## config.mk

```make
export PLATFORM = sky130hd
export DESIGN_NAME = pf_store_seq
export DESIGN_NICKNAME = d
export VERILOG_FILES = /design/src/rtl/pfs_pkg.sv /design/src/rtl/pfs_timer.sv /design/src/rtl/pfs_wflag.sv /design/src/rtl/pfs_fsm.sv /design/src/rtl/pf_store_seq.sv
export SDC_FILE = /design/constraint.sdc
export NUM_CORES = 1
export LEC_CHECK = 0
export BUFFER_PORTS_ARGS = -buffer_cell sky130_fd_sc_hd__buf_2
export CAP_MARGIN = 20
export CORE_ASPECT_RATIO = 1.25
export CORE_MARGIN = 2
export CORE_UTILIZATION = 40
export DETAILED_ROUTE_END_ITERATION = 10
export GPL_ROUTABILITY_DRIVEN = 0
export GPL_TIMING_DRIVEN = 1
export PLACE_DENSITY = 0.64
export SLEW_MARGIN = 20
export SYNTH_ARGS = -nofsm -noshare
export SYNTH_HDL_FRONTEND = slang
export SYNTH_HIERARCHICAL = 1
export SYNTH_SLANG_ARGS = --single-unit
```

## constraint.sdc

```tcl
create_clock -name clk -period 3.56 [get_ports clk]
set_input_delay 0.356 -clock clk [delete_from_list [all_inputs] [get_ports clk]]
set_output_delay 0.356 -clock clk [all_outputs]
set_load 0.05 [all_outputs]
```

## src/rtl/pfs_pkg.sv

```systemverilog
package pfs_pkg;
  typedef enum logic [2:0] {
    ST_IDLE  = 3'd0,
    ST_HOLD  = 3'd1,
    ST_PSAVE = 3'd2,
    ST_OFF   = 3'd3,
    ST_REST  = 3'd4,
    ST_SSAVE = 3'd5,
    ST_SREST = 3'd6
  } pfs_state_e;
endpackage

```

## src/rtl/pfs_timer.sv

```systemverilog
module pfs_timer #(
  parameter int CW = 8
) (
  input  logic          clk,
  input  logic          rst_n,
  input  logic          load,
  input  logic [CW-1:0] load_val,
  output logic          expired
);
  logic [CW-1:0] cnt_q;
  logic [CW-1:0] cnt_d;
  logic          cnt_en;

  always_comb begin
    cnt_en = load | (cnt_q != '0);
    cnt_d  = load ? load_val : cnt_q - 1'b1;
  end

  always_ff @(posedge clk or negedge rst_n) begin
    if (!rst_n)      cnt_q <= '0;
    else if (cnt_en) cnt_q <= cnt_d;
  end

  assign expired = (cnt_q == CW'(1));
endmodule

```

## src/rtl/pfs_wflag.sv

```systemverilog
module pfs_wflag (
  input  logic clk,
  input  logic rst_n,
  input  logic wr_ok,
  input  logic clr,
  output logic written
);
  logic flag_q;
  logic flag_en;
  logic flag_d;

  always_comb begin
    flag_en = wr_ok | clr;
    flag_d  = ~clr;
  end

  always_ff @(posedge clk or negedge rst_n) begin
    if (!rst_n)       flag_q <= 1'b0;
    else if (flag_en) flag_q <= flag_d;
  end

  assign written = flag_q;
endmodule

```

## src/rtl/pfs_fsm.sv

```systemverilog
module pfs_fsm
  import pfs_pkg::*;
#(
  parameter int CW         = 20,
  parameter int HOLD_CYC   = 100,
  parameter int SAVE_CYC   = 1000000,
  parameter int RESTORE_CYC = 65000,
  parameter int SWREST_CYC = 2000
) (
  input  logic          clk,
  input  logic          rst_n,
  input  logic          supply_low,
  input  logic          written,
  input  logic          sw_save,
  input  logic          sw_rest,
  input  logic          tmr_exp,
  output logic          tmr_load,
  output logic [CW-1:0] tmr_val,
  output logic          clr_written,
  output logic          busy,
  output logic          access_en,
  output logic          save_go,
  output logic          restore_go,
  output logic          abort_p,
  output logic          done_p
);
  pfs_state_e state_q, state_d;
  logic sg_d, rg_d, ab_d, dn_d;
  logic sg_q, rg_q, ab_q, dn_q;

  always_comb begin
    state_d     = state_q;
    tmr_load    = 1'b0;
    tmr_val     = '0;
    sg_d        = 1'b0;
    rg_d        = 1'b0;
    ab_d        = 1'b0;
    dn_d        = 1'b0;
    clr_written = 1'b0;
    unique case (state_q)
      ST_IDLE: begin
        if (supply_low) begin
          if (written) begin
            state_d  = ST_HOLD;
            tmr_load = 1'b1;
            tmr_val  = CW'(HOLD_CYC);
          end else begin
            state_d = ST_OFF;
          end
        end else if (sw_save) begin
          state_d  = ST_SSAVE;
          tmr_load = 1'b1;
          tmr_val  = CW'(SAVE_CYC);
          sg_d     = 1'b1;
        end else if (sw_rest) begin
          state_d  = ST_SREST;
          tmr_load = 1'b1;
          tmr_val  = CW'(SWREST_CYC);
          rg_d     = 1'b1;
        end
      end
      ST_HOLD: begin
        if (tmr_exp) begin
          state_d  = ST_PSAVE;
          tmr_load = 1'b1;
          tmr_val  = CW'(SAVE_CYC);
          sg_d     = 1'b1;
        end
      end
      ST_PSAVE: begin
        if (tmr_exp) begin
          state_d     = ST_OFF;
          dn_d        = 1'b1;
          clr_written = 1'b1;
        end
      end
      ST_OFF: begin
        if (!supply_low) begin
          state_d  = ST_REST;
          tmr_load = 1'b1;
          tmr_val  = CW'(RESTORE_CYC);
          rg_d     = 1'b1;
        end
      end
      ST_REST, ST_SREST: begin
        if (tmr_exp) begin
          state_d     = ST_IDLE;
          dn_d        = 1'b1;
          clr_written = 1'b1;
        end
      end
      ST_SSAVE: begin
        if (supply_low) begin
          state_d = ST_OFF;
          ab_d    = 1'b1;
        end else if (tmr_exp) begin
          state_d     = ST_IDLE;
          dn_d        = 1'b1;
          clr_written = 1'b1;
        end
      end
      default: state_d = ST_OFF;
    endcase
  end

  always_ff @(posedge clk or negedge rst_n) begin
    if (!rst_n) begin
      state_q <= ST_OFF;
      sg_q    <= 1'b0;
      rg_q    <= 1'b0;
      ab_q    <= 1'b0;
      dn_q    <= 1'b0;
    end else begin
      state_q <= state_d;
      sg_q    <= sg_d;
      rg_q    <= rg_d;
      ab_q    <= ab_d;
      dn_q    <= dn_d;
    end
  end

  assign busy       = (state_q != ST_IDLE);
  assign access_en  = (state_q == ST_IDLE) || (state_q == ST_HOLD);
  assign save_go    = sg_q;
  assign restore_go = rg_q;
  assign abort_p    = ab_q;
  assign done_p     = dn_q;

  a_r11_one_pulse: assert property (@(posedge clk) disable iff (!rst_n)
    $onehot0({sg_q, rg_q, ab_q}));

  a_r3_clean_skip: assert property (@(posedge clk) disable iff (!rst_n)
    (state_q == ST_IDLE && supply_low && !written) |=> (state_q == ST_OFF && !sg_q));

  a_r5_rise_restores: assert property (@(posedge clk) disable iff (!rst_n)
    (state_q == ST_OFF && !supply_low) |=> rg_q);

  a_r7_abort_no_done: assert property (@(posedge clk) disable iff (!rst_n)
    ab_q |-> (!dn_q && state_q == ST_OFF));

  a_r8_restore_kept: assert property (@(posedge clk) disable iff (!rst_n)
    (state_q == ST_SREST && supply_low && !tmr_exp) |=> (state_q == ST_SREST));
endmodule

```

## src/rtl/pf_store_seq.sv

```systemverilog
module pf_store_seq #(
  parameter int HOLD_CYC    = 100,
  parameter int SAVE_CYC    = 1000000,
  parameter int RESTORE_CYC = 65000,
  parameter int SWREST_CYC  = 2000
) (
  input  logic clk,
  input  logic rst_n,
  input  logic supply_low,
  input  logic ce_n,
  input  logic we_n,
  input  logic sw_save_req,
  input  logic sw_restore_req,
  output logic busy,
  output logic access_en,
  output logic save_start,
  output logic restore_start,
  output logic save_abort,
  output logic cycle_done
);
  localparam int MAX_A = (SAVE_CYC > RESTORE_CYC) ? SAVE_CYC : RESTORE_CYC;
  localparam int MAX_B = (HOLD_CYC > SWREST_CYC) ? HOLD_CYC : SWREST_CYC;
  localparam int MAX_C = (MAX_A > MAX_B) ? MAX_A : MAX_B;
  localparam int CW    = $clog2(MAX_C + 1);

  logic          tmr_load;
  logic [CW-1:0] tmr_val;
  logic          tmr_exp;
  logic          written;
  logic          clr_written;
  logic          wr_ok;

  assign wr_ok = ~ce_n & ~we_n & access_en;

  pfs_timer #(.CW(CW)) u_timer (
    .clk      (clk),
    .rst_n    (rst_n),
    .load     (tmr_load),
    .load_val (tmr_val),
    .expired  (tmr_exp)
  );

  pfs_wflag u_wflag (
    .clk     (clk),
    .rst_n   (rst_n),
    .wr_ok   (wr_ok),
    .clr     (clr_written),
    .written (written)
  );

  pfs_fsm #(
    .CW          (CW),
    .HOLD_CYC    (HOLD_CYC),
    .SAVE_CYC    (SAVE_CYC),
    .RESTORE_CYC (RESTORE_CYC),
    .SWREST_CYC  (SWREST_CYC)
  ) u_fsm (
    .clk         (clk),
    .rst_n       (rst_n),
    .supply_low  (supply_low),
    .written     (written),
    .sw_save     (sw_save_req),
    .sw_rest     (sw_restore_req),
    .tmr_exp     (tmr_exp),
    .tmr_load    (tmr_load),
    .tmr_val     (tmr_val),
    .clr_written (clr_written),
    .busy        (busy),
    .access_en   (access_en),
    .save_go     (save_start),
    .restore_go  (restore_start),
    .abort_p     (save_abort),
    .done_p      (cycle_done)
  );

  a_r10_clean_after_done: assert property (@(posedge clk) disable iff (!rst_n)
    cycle_done |-> !written);

  a_r2_gate_on_start: assert property (@(posedge clk) disable iff (!rst_n)
    (save_start || restore_start) |-> !access_en);
endmodule

```

==> impl_summary.log <==
[metrics] number of levels in the clock H-tree: 1
[metrics] Avg WL per Cell: 15.6 µm
[metrics] TritonCTS clock tree: built
[metrics] type of element capturing the critical path: flip-flop
[metrics] Max clock buf depth: 2
[metrics] Hold-fix buffers, CTS: 0
[metrics] reg-to-reg startpoint: u_timer/cnt_q[17]
[metrics] initial standard-cell utilization of the core: 40.8%
[metrics] final number of max-transition violations: 0
[metrics] async set-or-reset flop fraction in the synthesized netlist: 100%
[metrics] largest incremental delay on the critical path: 590 ps
[metrics] post-detailed-routing wire length: 4.47 mm
[metrics] Critical-path top delay cell: nor4_1
[metrics] buffers inserted during post-CTS setup optimization: 0
[metrics] count of placed standard cells including taps: 283
[metrics] DRC: 0
[metrics] cts bufs inserted: 3
[metrics] post-synth cell types: 60
[metrics] ports placed on the boundary: 13
[metrics] synthesized netlist cell count: 231
[metrics] Data required, critical path: 3730 ps
[metrics] Post-DRT Antenna Nets: 0
[metrics] commonest cells in the synthesized netlist: dfrtp_1 (26), nand2_1 (18), nor2_1 (18)
[metrics] Gates resized, CTS repair: 0
[metrics] most frequent cell on the critical path: and3_1
[metrics] Hold Crit Class: input pin to async pin
[metrics] Setup Viol. Count Final: 0
[metrics] Mapped Avg Cell Area: 8.85 µm²
[metrics] Clock transition at path regs: 100 ps
[metrics] maximum number of pins on one net before global-route repair: 33
[metrics] top-area cell type share of the netlist area: 31.8%
[metrics] Layout Area Growth over Synthesis: 3.37%
[metrics] setup skew after layout: 13.2 ps
[metrics] power per unit of standard cell area: 801 nW/µm²
[metrics] total gr overflow: 0
[metrics] Fmax achieved: 0.331 GHz
[metrics] number of global-route vias before repair: 1,548
[metrics] global-route usage over all layers: 17.4%
[metrics] RSZ-0062 raised after global routing: false
[metrics] overall power of the completed layout: 0.00169 W
[metrics] post-layout min period: 3020 ps
[metrics] Largest delay share family, worst path: simple AND/OR/NAND/NOR gates
[metrics] overall die width: 67.9 µm
[metrics] number of vias per cell: 6.00
[metrics] number of synthesized register bits: 28
[metrics] number of standard cells in the layout, taps in and fillers out: 287
[metrics] R2R setup slack: 540 ps
[metrics] crit share post-route: 84.8%
[metrics] Critical Path Source: u_timer/cnt_q[17]
[metrics] Crit path buffers/inverters: 1
[metrics] sequential-to-total area share from yosys stat: 34.4%
[metrics] most common cell in the netlist: dfrtp_1
[metrics] initial antenna violation count: 0
[metrics] data arrival time of the worst path: 3190 ps
[metrics] net total in the final layout: 236
[metrics] number of rows in the core area: 29
[metrics] CP Capture Point: u_timer/cnt_q[19]
[metrics] CP Depth: 9
[metrics] via count: 1,721
[metrics] core occupancy in the finished layout: 42.2%
[metrics] die area: 5700 µm²
[metrics] CTS root buf: clkbuf_8
[metrics] CTS sink count: 28
[metrics] Max VDD drop: 387 µV
[metrics] count of buffers inserted at the top-level ports: 12
[metrics] post-synthesis cell type with the largest combined area: dfrtp_1
[metrics] ordered list of cells on the worst path: nor4_1 > and3_1 > and3_1 > nand2_1 > o32ai_2 > o21bai_2 > buf_4 > nor2_1 > a32o_1
[metrics] Pre-antenna DRT Iters: 4
[metrics] Die Y: 83.9 µm
[metrics] first-pass GRT wire length: 7.66 mm
[metrics] detailed placement HPWL: 3.20 mm
[metrics] end of the worst register-to-register path: u_timer/cnt_q[19]
[metrics] share of final-layout standard cells stronger than drive strength 1: 16.9%
[metrics] # Max-Cap Violations: 0
[metrics] FF-to-FF path depth: 9
[metrics] critical path type: flip-flop to flip-flop
[metrics] top post-synthesis cells by area: dfrtp_1 (32%), buf_4 (4.8%), nor3_1 (3.4%), nand2_1 (3.3%), nor2_1 (3.3%)
[metrics] tightest hold margin: 80.2 ps
[metrics] number of diodes: 0
[metrics] core area: 5010 µm²
[metrics] most instantiated flip-flop cell in the synthesis netlist: dfrtp_1
[metrics] Synth Cell Area: 2040 µm²
[metrics] number of DRC violations after detailed-routing iteration 0: 75
[metrics] setup total negative slack: 0 ps
[metrics] outcome: finished, final reports clean
[metrics] number of warnings issued by yosys: 6
[metrics] Post-synth EDFFs: 0
[metrics] Max transition margin: 57.4%
[metrics] Leakage: 0.832 nW
[metrics] count of final hold-check violations: 0
[metrics] Worst Tran Pin Value: 640 ps
[metrics] crit-path max FO: 32
[metrics] Startpoint Class: flip-flop
[metrics] Clk Latency, worst-skew pair: 280 ps
[sequential cells by signal, indices dropped and copies added (netlist names)]
signal,count
u_fsm/state_q,3
u_timer/cnt_q,20
u_fsm/restore_go,1
u_fsm/save_go,1
u_wflag/written,1
u_fsm/abort_p,1
u_fsm/done_p,1
[metrics by stage]
step	worst slack (ps)	area [µm²]
detailed placement	617	2040
global placement	683	2040
global route	389	2110
CTS	578	2110
finish	541	2110
floorplan	842	2050
[layout make-up]
class / instances / area, µm²
multi-input cells: 173 / 1160
fillers: 512 / 2900
clock buffers: 3 / 41.3
inverters: 6 / 22.5
well taps: 62 / 77.6
repair buffers: 14 / 75.1
flip-flops and latches: 28 / 703
clock inverters: 1 / 30.0
[where the power goes]
| part | switching (W) | internal [W] |
|---|---|---|
| logic | 0.000443 | 0.000326 |
| registers | 0.000223 | 0.000447 |
| clock network | 0.000102 | 0.000151 |
[worst min-delay path by stage]
stage / startpoint / endpoint / slack, ps / cells past startpoint
floorplan: rst_n / u_fsm/abort_p / 60 / 0
detailed placement: rst_n / u_timer/cnt_q[18] / 420 / 1
finish: rst_n / u_fsm/restore_go / 80 / 1
global route: rst_n / u_timer/cnt_q[18] / 130 / 1
CTS: rst_n / u_timer/cnt_q[18] / 110 / 1
global placement: rst_n / u_timer/cnt_q[17] / 420 / 1
[metal layers]
layer | GRT usage [%] | vias up | wire length [µm]
li1 | - | 833 | -
met1 | 25.5 | 847 | 2100
met2 | 26.0 | 36 | 2210
met3 | 1.89 | 5 | 119
met4 | 6.55 | 0 | 42
met5 | 0 | - | 0
[layout by cell type, fill, tap and decap left out, types with 6 or more instances in the layout]
| cell | synthesis | layout |
|---|---|---|
| o31ai_1 | 9 | 9 |
| nor2_1 | 18 | 18 |
| buf_2 | 4 | 12 |
| dfrtp_1 | 26 | 26 |
| a21oi_1 | 9 | 9 |
| nand3_1 | 6 | 6 |
| o21ai_0 | 7 | 7 |
| nand4_1 | 6 | 6 |
| nor3_1 | 14 | 14 |
| nand2_1 | 18 | 18 |
[logic make-up (layout without fill, tap and decap cells)]
logic type      count (synthesis)  after routing  share of synthesized area [%]
simple gates                  105            105                           31.3
fa+ha+maj                       3              3                           1.84
compound gates                 56             56                           20.1
other cells                     1              2                          0.184
mux                             1              1                          0.551
xor+xnor                        6              6                           2.57
buf+inv                        31             24                           9.06
flops                          28             28                           34.4
Power figures use the tool's default switching activity.
